<file path="config.mk">
export PLATFORM = sky130hd
export DESIGN_NAME = muldiv_core
export DESIGN_NICKNAME = d
export VERILOG_FILES = /design/src/rtl/muldiv_pkg.sv /design/src/rtl/md_adder.sv /design/src/rtl/md_operand_mux.sv /design/src/rtl/md_sequencer.sv /design/src/rtl/muldiv_core.sv
export SDC_FILE = /design/constraint.sdc
export NUM_CORES = 1
export LEC_CHECK = 0
export BUFFER_PORTS_ARGS = -buffer_cell sky130_fd_sc_hd__buf_2
export CAP_MARGIN = 0
export CORE_MARGIN = 3
export CORE_UTILIZATION = 45
export CTS_BUF_LIST = sky130_fd_sc_hd__clkbuf_16
export CTS_CLUSTER_SIZE = 40
export DETAILED_ROUTE_END_ITERATION = 12
export PLACE_DENSITY = 0.75
export SLEW_MARGIN = 30
export SYNTH_ARGS = -nofsm -noshare
export SYNTH_HDL_FRONTEND = slang
export SYNTH_SLANG_ARGS = --single-unit
</file>
<file path="constraint.sdc">
create_clock -name clk -period 7.4 [get_ports clk]
set_clock_uncertainty 0.1 [all_clocks]
set_input_delay 0.37 -clock clk [delete_from_list [all_inputs] [get_ports clk]]
set_output_delay 0.37 -clock clk [all_outputs]
set_load 0.01 [all_outputs]
</file>
<file path="src/rtl/muldiv_pkg.sv">
package muldiv_pkg;

  localparam logic [2:0] OPC_ADD = 3'b001;
  localparam logic [2:0] OPC_SUB = 3'b010;
  localparam logic [2:0] OPC_MUL = 3'b110;
  localparam logic [2:0] OPC_DIV = 3'b111;

  typedef enum logic [1:0] {
    MODE_ADD = 2'd0,
    MODE_SUB = 2'd1,
    MODE_MUL = 2'd2,
    MODE_DIV = 2'd3
  } mode_e;

  typedef enum logic [1:0] {
    SEL_ZERO  = 2'd0,
    SEL_PLUS  = 2'd1,
    SEL_MINUS = 2'd2
  } addsel_e;

  function automatic logic opc_valid(input logic [2:0] opc);
    return (opc == OPC_ADD) || (opc == OPC_SUB) ||
           (opc == OPC_MUL) || (opc == OPC_DIV);
  endfunction

  function automatic mode_e opc_mode(input logic [2:0] opc);
    case (opc)
      OPC_SUB: return MODE_SUB;
      OPC_MUL: return MODE_MUL;
      OPC_DIV: return MODE_DIV;
      default: return MODE_ADD;
    endcase
  endfunction

  // Booth radix-2 recoding of {current bit, bit shifted out last}
  function automatic addsel_e booth_sel(input logic [1:0] pair);
    case (pair)
      2'b01:   return SEL_PLUS;
      2'b10:   return SEL_MINUS;
      default: return SEL_ZERO;
    endcase
  endfunction

  function automatic logic is_iterative(input mode_e m);
    return (m == MODE_MUL) || (m == MODE_DIV);
  endfunction

endpackage

</file>
<file path="src/rtl/md_adder.sv">
module md_adder #(
  parameter int N = 33
) (
  input  logic [N-1:0] a,
  input  logic [N-1:0] b,
  input  logic         sub,
  output logic [N-1:0] sum,
  output logic         cout
);
  logic [N-1:0] b_eff;

  // Subtraction: invert the second input and force carry-in high
  assign b_eff = sub ? ~b : b;
  assign {cout, sum} = {1'b0, a} + {1'b0, b_eff} + {{N{1'b0}}, sub};
endmodule

</file>
<file path="src/rtl/md_operand_mux.sv">
module md_operand_mux
  import muldiv_pkg::*;
#(
  parameter int W = 32
) (
  input  logic         busy,
  input  mode_e        run_mode,
  input  logic         idle_sub,
  input  logic [W-1:0] op_a,
  input  logic [W-1:0] op_b,
  input  logic [W-1:0] opnd,
  input  logic [W-1:0] prod_hi,
  input  logic [1:0]   booth_pair,
  input  logic [W-1:0] rem_hi,
  input  logic         rem_in,
  output logic [W:0]   add_a,
  output logic [W:0]   add_b,
  output logic         add_sub
);
  addsel_e sel;

  assign sel = booth_sel(booth_pair);

  always_comb begin
    add_a   = '0;
    add_b   = '0;
    add_sub = 1'b0;
    if (!busy) begin
      // Idle: the adder serves a single-step add or subtract from the ports
      add_a   = {op_a[W-1], op_a};
      add_b   = {op_b[W-1], op_b};
      add_sub = idle_sub;
    end else begin
      case (run_mode)
        MODE_MUL: begin
          add_a = {prod_hi[W-1], prod_hi};
          case (sel)
            SEL_PLUS: begin
              add_b   = {opnd[W-1], opnd};
              add_sub = 1'b0;
            end
            SEL_MINUS: begin
              add_b   = {opnd[W-1], opnd};
              add_sub = 1'b1;
            end
            default: begin
              add_b   = '0;
              add_sub = 1'b0;
            end
          endcase
        end
        MODE_DIV: begin
          // Trial subtraction of the divisor from the shifted partial remainder
          add_a   = {rem_hi, rem_in};
          add_b   = {1'b0, opnd};
          add_sub = 1'b1;
        end
        default: begin
          add_a   = '0;
          add_b   = '0;
          add_sub = 1'b0;
        end
      endcase
    end
  end
endmodule

</file>
<file path="src/rtl/md_sequencer.sv">
module md_sequencer #(
  parameter int W = 32
) (
  input  logic clk,
  input  logic rst_n,
  input  logic accept,
  input  logic accept_iter,
  output logic busy,
  output logic done,
  output logic step_en,
  output logic last_step
);
  localparam int CW = $clog2(W + 1);

  logic [CW-1:0] steps_left;

  assign step_en   = busy && (steps_left != '0);
  assign last_step = busy && (steps_left == CW'(1));

  always_ff @(posedge clk or negedge rst_n) begin
    if (!rst_n) begin
      busy       <= 1'b0;
      steps_left <= '0;
      done       <= 1'b0;
    end else begin
      done <= (accept && !accept_iter) || last_step;
      if (accept && accept_iter) begin
        busy       <= 1'b1;
        steps_left <= CW'(W);
      end else if (busy) begin
        if (steps_left != '0) steps_left <= steps_left - CW'(1);
        else                  busy       <= 1'b0;
      end
    end
  end
endmodule

</file>
<file path="src/rtl/muldiv_core.sv">
module muldiv_core
  import muldiv_pkg::*;
#(
  parameter int W = 32
) (
  input  logic           clk,
  input  logic           rst_n,
  input  logic           start,
  input  logic [2:0]     opcode,
  input  logic [W-1:0]   op_a,
  input  logic [W-1:0]   op_b,
  output logic           busy,
  output logic           done,
  output logic           div_zero,
  output logic [2*W-1:0] result
);
  localparam int RW = 2 * W + 1;
  localparam int AW = W + 1;

  logic [RW-1:0] work_q;
  logic [W-1:0]  opnd_q;
  mode_e         mode_q;
  logic          dz_q;

  mode_e         req_mode;
  logic          req_ok;
  logic          accept;
  logic          accept_iter;
  logic          step_en;
  logic          last_step;

  logic [AW-1:0] add_a, add_b, add_sum;
  logic          add_sub, add_cout;
  logic [AW-1:0] rem_next;

  assign req_mode    = opc_mode(opcode);
  assign req_ok      = opc_valid(opcode);
  assign accept      = start && !busy && req_ok;
  assign accept_iter = is_iterative(req_mode);

  md_sequencer #(.W(W)) u_seq (
    .clk        (clk),
    .rst_n      (rst_n),
    .accept     (accept),
    .accept_iter(accept_iter),
    .busy       (busy),
    .done       (done),
    .step_en    (step_en),
    .last_step  (last_step)
  );

  md_operand_mux #(.W(W)) u_mux (
    .busy      (busy),
    .run_mode  (mode_q),
    .idle_sub  (req_mode == MODE_SUB),
    .op_a      (op_a),
    .op_b      (op_b),
    .opnd      (opnd_q),
    .prod_hi   (work_q[RW-1:W+1]),
    .booth_pair(work_q[1:0]),
    .rem_hi    (work_q[2*W-1:W]),
    .rem_in    (work_q[W-1]),
    .add_a     (add_a),
    .add_b     (add_b),
    .add_sub   (add_sub)
  );

  md_adder #(.N(AW)) u_add (
    .a   (add_a),
    .b   (add_b),
    .sub (add_sub),
    .sum (add_sum),
    .cout(add_cout)
  );

  // Restoring step: keep the difference only when no borrow occurred
  assign rem_next = add_cout ? add_sum : add_a;

  always_ff @(posedge clk or negedge rst_n) begin
    if (!rst_n) begin
      work_q <= '0;
      opnd_q <= '0;
      mode_q <= MODE_ADD;
      dz_q   <= 1'b0;
    end else if (accept) begin
      mode_q <= req_mode;
      case (req_mode)
        MODE_MUL: begin
          work_q <= {{W{1'b0}}, op_a, 1'b0};
          opnd_q <= op_b;
          dz_q   <= 1'b0;
        end
        MODE_DIV: begin
          work_q <= {{AW{1'b0}}, op_a};
          opnd_q <= op_b;
          dz_q   <= (op_b == '0);
        end
        default: begin
          work_q <= {1'b0, {(W-1){add_sum[W]}}, add_sum};
          dz_q   <= 1'b0;
        end
      endcase
    end else if (step_en) begin
      if (mode_q == MODE_MUL) begin
        // Arithmetic right shift of {partial product, multiplier, tail bit}
        work_q <= {add_sum, work_q[W:1]};
      end else begin
        // Left shift with the new quotient bit entering at the bottom
        work_q <= {rem_next, work_q[W-2:0], add_cout};
      end
    end
  end

  assign result   = (mode_q == MODE_MUL) ? work_q[RW-1:1] : work_q[2*W-1:0];
  assign div_zero = done && dz_q && (mode_q == MODE_DIV);
endmodule

</file>
* Word-level counts from Yosys, hierarchy flattened
Cells that the tools add are included.
W data, S select, Z words.
** Operators by class
- Equal/unequal tests :: 14
- Mux-type cells :: 24
- $add $sub $neg :: 3
- Bitwise operators :: 1
- Reduce and logical (&&, ||, !) cells :: 24
** Operators with widths (count)
- $mux W65 :: 3
- $mux W33 :: 5
- $pmux W33 S2 :: 2
- $pmux W64 S2 :: 1
- $mux W64 :: 1
- $add A33 B33 Y34 :: 1
- $add A34 B1 Y34 :: 1
- $not A33 Y33 :: 1
- $logic_not A32 Y1 :: 1
- $mux W6 :: 3
- $eq A2 B2 Y1 const B :: 6
- $logic_and A1 B1 Y1 :: 8
- $eq A2 B1 Y1 const B :: 3
- $eq A3 B3 Y1 const B :: 2
- $eq A6 B1 Y1 const B :: 1
- $mux W1 :: 6
- $pmux W2 S3 :: 1
- $reduce_bool A2 Y1 :: 3
- $reduce_bool A6 Y1 :: 1
- $sub A6 B1 Y6 const B :: 1
- $logic_or A1 B1 Y1 :: 5
- $pmux W2 S2 :: 1
- $reduce_and A2 Y1 :: 2
- $reduce_or A2 Y1 :: 2
- 4 further kinds :: 5
** Word-level totals
- Output and inout bits :: 67
- Input bits :: 70
- Word-level logic and storage cells :: 73
- Register bits after elaboration :: 108

* Logic depth before layout (Yosys ltp)
- Word-level depth :: 15
- Gate-level depth with buffers :: 20
- Mapped depth without buffers :: 17

* By module
Synthesis repeated with hierarchy kept, for this count alone.
** Second synthesis, totals
- Cell total of the unflattened synthesis :: 1434
- Area total of the unflattened synthesis :: 10811.6 µm²
** By module, submodules not included
- muldiv_core :: area an instance 6623.9 µm², seq. area each 2502.4 µm², times used 1, cells an instance 863
- md_adder :: area an instance 2095.8 µm², seq. area each 0.0 µm², times used 1, cells an instance 295
- md_operand_mux :: area an instance 1615.3 µm², seq. area each 0.0 µm², times used 1, cells an instance 229
- md_sequencer :: area an instance 476.7 µm², seq. area each 200.2 µm², times used 1, cells an instance 47

* Worst setup path after synthesis
Ideal clock, no wire load.
- Path kind :: input-to-reg
- Start :: in opcode[0]
- End :: reg work_q[34]
- Path buffers :: 5
- Path slack :: 2.889 ns
- Cell stages on the path :: 19
- Setup time :: 0.083 ns
- Data arrival time :: 4.328 ns
- Data required time :: 7.217 ns
- Path through :: clkbuf_1 -> or4b_4 -> o21ai_4 -> buf_1 -> xnor2_1 -> ha_1 -> clkbuf_1 -> a211oi_1 -> nor2_1 -> or4_1 -> a221oi_1 -> a21o_1 -> o31a_1 -> xnor2_1 -> and2_1 -> clkbuf_1 -> clkbuf_1 -> a21oi_1 -> o21ai_0
** Between the ends
- Longest elaborated chain between the ends :: 11
- Elaborated cells on any way between the ends :: 22
- Those cells by class :: 2 x add/sub; 7 x eq/ne; 8 x mux; 5 x reduce/logical
** RTL lines
- start, declared :: line muldiv_core.sv:9 : input logic [2:0] opcode,
- $eq A3 B3 Y1 / $eq A3 B2 Y1 (equally long branches) :: line muldiv_pkg.sv:23, muldiv_pkg.sv:27, muldiv_pkg.sv:22
- $pmux W2 S3 :: line muldiv_pkg.sv:27 : case (opc)
- $eq A2 B1 Y1 :: line muldiv_core.sv:55 : .idle_sub (req_mode == MODE_SUB),
- $mux W1 :: line md_operand_mux.sv:28 : if (!busy) begin
- $mux W33 :: line md_adder.sv:13 : assign b_eff = sub ? ~b : b;
- $add A33 B33 Y34 :: line md_adder.sv:14 : assign {cout, sum} = {1'b0, a} + {1'b0, b_eff} + {{N{1'b0}}, sub};
- $add A34 B1 Y34 :: line md_adder.sv:14
- $mux W33 :: line muldiv_core.sv:77 : assign rem_next = add_cout ? add_sum : add_a;
- $mux W65 :: line muldiv_core.sv:104 : if (mode_q == MODE_MUL) begin
- $mux W65 :: line muldiv_core.sv:103 : end else if (step_en) begin
- $mux W65 :: line muldiv_core.sv:85 : end else if (accept) begin
- end signal, assigned :: line muldiv_core.sv:89 : work_q <= {{W{1'b0}}, op_a, 1'b0};
- end signal, assigned :: line muldiv_core.sv:106 : work_q <= {add_sum, work_q[W:1]};
- end signal, assigned :: line muldiv_core.sv:109 : work_q <= {rem_next, work_q[W-2:0], add_cout};
- end, declared :: line muldiv_core.sv:20 : logic [RW-1:0] work_q;
Parallel ways exist; a longest one is shown, timed or not. The select of a mux whose other input is x is not followed.
A chain may end at the register's enable or synchronous reset.

* Worst setup path in the final report
- Start :: reg mode_q[0]
- End :: reg work_q[34]
** Between the ends
- Longest elaborated chain between the ends :: 11
- Elaborated cells on any way between the ends :: 17
- Those cells by class :: 2 x add/sub; 2 x eq/ne; 12 x mux; 1 x bitwise
** RTL lines
- start, declared :: line muldiv_core.sv:22 : mode_e mode_q;
- start signal, assigned :: line muldiv_core.sv:86 : mode_q <= req_mode;
- $eq A2 B2 Y1 (on tied branches) :: line md_operand_mux.sv:34, muldiv_core.sv:104
- $pmux W33 S2 :: line md_operand_mux.sv:34 : case (run_mode)
- $mux W33 :: line md_operand_mux.sv:28
- $not A33 Y33 :: line md_adder.sv:13
- $mux W33 :: line md_adder.sv:13
- $add A33 B33 Y34 :: line md_adder.sv:14
- $add A34 B1 Y34 :: line md_adder.sv:14
- $mux W33 :: line muldiv_core.sv:77
- $mux W65 :: line muldiv_core.sv:104
- $mux W65 :: line muldiv_core.sv:103
- $mux W65 * :: line muldiv_core.sv:85
Every way passes the cells marked *; elsewhere a longest branch is shown, timed or not. The select of a mux whose other input is x is not followed.

==> summary.txt <==
Run status
  – Status: finished, final reports clean

Worst hold path
  – Worst hold path depth: 3
  – Hold Path Class: in -> reg

Routing
  – Iteration-0 DRC count of the detailed router: 1034
  – Final WL: 29800 um
  – Vias: 9710
  – Drt first pass iters: 5
  – DRT antenna net count: 0
  – # DRC: 0
  – Drt via density: between 5 and 6
  – Final routed wire length divided by cell count: approximately 18 um

Timing
  – Period utilization: 0.703
  – Worst Max-Slew Pin Slew: 0.961 ns
  – Endpoints failing hold: 0
  – Slew headroom: 0.357
  – Setup Viol. Count Final: 0
  – TNS Setup: 0 ns
  – Fin. max-slew vios: 0
  – Minimum clock period: 5.20 ns
  – RSZ-0062 raised after global routing: false
  – Fmax: about 190 MHz

Synth
  – Syn Nets: between 1000 and 1500
  – Async S/R FF share, synth: 1.00
  – Post-Syn Area: ~9400 um2
  – Register bit total from synthesis: 108
  – Sequential fraction of the synthesis area: 0.288
  – Synth cell types: 63
  – Synth warn: 0
  – Synthesized area per cell: 7.38 um2
  – Synthesized instance count: 1273
  – Main flop type after synthesis: dfrtp_1
  – Number of synthesized flops with an enable pin: 0

Floorplanning
  – Starting Density: 0.461
  – Die ar.: 22700 um2
  – Chip width: 151 um
  – Core Area: between 20000 and 25000 um2
  – I/O pin count: 137
  – Die Height: 151 um
  – # rows: 52

Critical path
  – Critical path peak fanout: 39
  – Worst path required time: around 7.5 ns
  – CP endpoint kind: flop
  – Critical Path AT: roughly 5.3 ns
  – R2R depth: 15
  – Setup CP Type: reg -> reg
  – Setup crit start kind: flop

GRT
  – Largest net degree at the start of global routing: 73
  – Total grt overflow: 0
  – First-pass GRT wire length: 47100 um
  – Total track usage: 0.261
  – Vias in the first global route: 8714
  – Antenna violations before repair: 0

Power
  – Pwr Total: 1.28 mW
  – Maximum vdd ir drop: 114 uV
  – Leakage: 5.71 nW
  – P per Cell Area: 121 nW/um2

Placement
  – Final GP Congestion: between 0.9 and 1
  – PortBufs: 136
  – Post-DP HPWL: 22200 um

CTS
  – Reg clk slew, reported paths: 0.07 ns
  – Clk Tree Root Cell: clkbuf_16
  – CTS tree: yes
  – Clk sinks: 108
  – Clk_lat worst skew: 0.36 ns
  – CTS H-tree depth: 3
  – CTS Buf Count: 9
  – Bufs on Longest Clock Path: 2
  – Post-CTS Setup Bufs: 0
  – Cts hold-fix bufs: 1
  – Post-CTS resize count: 0

Cells and area
  – Final core occ: 0.519
  – Final #Nets: 1456
  – N_diodes: 0
  – Layout area overhead: 12.5%
  – Most frequent cells in the layout: nand2_1 (349), buf_2 (135), dfrtp_1 (107), o21ai_0 (75), a21oi_1 (64)
  – Most common cell after layout, fill and taps aside: nand2_1
  – Layout cell share with drive strength beyond 1: 0.141

Flow run
  – Max-cap check violation count: 0
logic make-up (layout without fill, tap and decap cells):
logic type | Yosys count | in the layout | share of synthesized area
adder cells (fa/ha/maj) | 37 | 37 | 0.0501
AO/OA/AOI/OAI | 355 | 355 | 0.250
flip-flops | 108 | 108 | 0.288
multiplexers | 61 | 61 | 0.0654
AND/OR/NAND/NOR | 514 | 514 | 0.228
XOR/XNOR | 69 | 69 | 0.0643
buffers and inverters | 129 | 210 | 0.0543
per-stage QoR:
stage	hold slack, ns	setup WS, ns	cells	area, um2
floorplan	-0.0256	2.89	1273	9400
global placement	0.252	2.17	1607	10200
detailed placement	0.258	2.01	1607	10200
CTS	0.125	1.98	1624	10600
global route	0.133	1.75	1624	10600
finish	0.133	2.20	1624	10600
final timing paths:
check	start	end	slack (ns)
max	mode_q[0]	work_q[34]	2.20
min	op_b[27]	opnd_q[27]	0.13
max reg2reg	mode_q[0]	work_q[34]	2.20
min reg2reg	opnd_q[27]	opnd_q[27]	0.38
max in group asynchronous	rst_n	mode_q[0]	5.70
min in group asynchronous	rst_n	work_q[5]	0.41
where the power goes:
part | leakage [nW] | switching, mW | internal, mW | total, mW
combinational | 4.06 | 0.0907 | 0.0518 | 0.143
clock | 0.164 | 0.234 | 0.300 | 0.534
sequential | 1.48 | 0.0122 | 0.594 | 0.606
sequential cells by signal (all words and copies together) (netlist names):
| signal | flops |
|---|---|
| work_q | 65 |
| opnd_q | 32 |
| u_seq.steps_left | 6 |
| mode_q | 2 |
| dz_q | 1 |
| u_seq.busy | 1 |
| u_seq.done | 1 |
synth_stat cells, types with 4 or more instances:
library cell	number	area (um2)
nand2_1	351	1320
dfrtp_1	108	2700
o21ai_0	75	375
clkbuf_1	72	270
a21oi_1	66	330
nor2_1	62	233
mux2i_1	60	601
xnor2_1	53	464
nand3_1	44	220
inv_1	40	150
a22oi_1	37	278
ha_1	36	450
o211ai_1	31	233
o22ai_1	24	150
a21o_1	18	135
xor2_1	16	140
a211oi_1	14	105
o21ai_1	14	70.1
nor3_1	13	65.1
buf_1	11	41.3
o21bai_1	11	82.6
o211a_1	10	100
nor4_1	9	56.3
nand4_1	8	50.1
o21a_1	7	52.6
o2bb2ai_1	7	61.3
nor2b_1	6	37.5
o311ai_1	6	52.6
and2_1	5	31.3
a31oi_1	4	25.0
layer usage:
layer  GRT usage  vias to the layer above  part of all wire
met3      0.0506                       50              0.11
met4      0.0595                        0             0.020
met1       0.416                     4538              0.46
li1            -                     4641                 -
met2       0.360                      481              0.41
met5           0                        -                 0
worst max-delay path: stages (launching register included):
cell and delay [ns]:
dfrtp_4 0.86, nor2_1 0.15, o21ai_4 0.67, xnor2_1 0.20
ha_1 0.36, o21ai_0 0.34, o21ai_0 0.17, a21oi_1 0.20
o211a_1 0.28, nor4_4 0.07, o21ai_2 0.22, a21oi_4 0.13
nor2_4 0.64, buf_4 0.36, mux2i_1 0.20, o21ai_0 0.09
layout make-up:
cell class | instances | area, um2
fill | 1927 | 9790
sequential | 108 | 2710
tap | 270 | 338
timing repair buffer | 154 | 825
multi-input combinational | 1036 | 6230
clock inverter | 7 | 97.6
inverter | 40 | 150
clock buffer | 9 | 225
(Power assumes the default switching activity.)
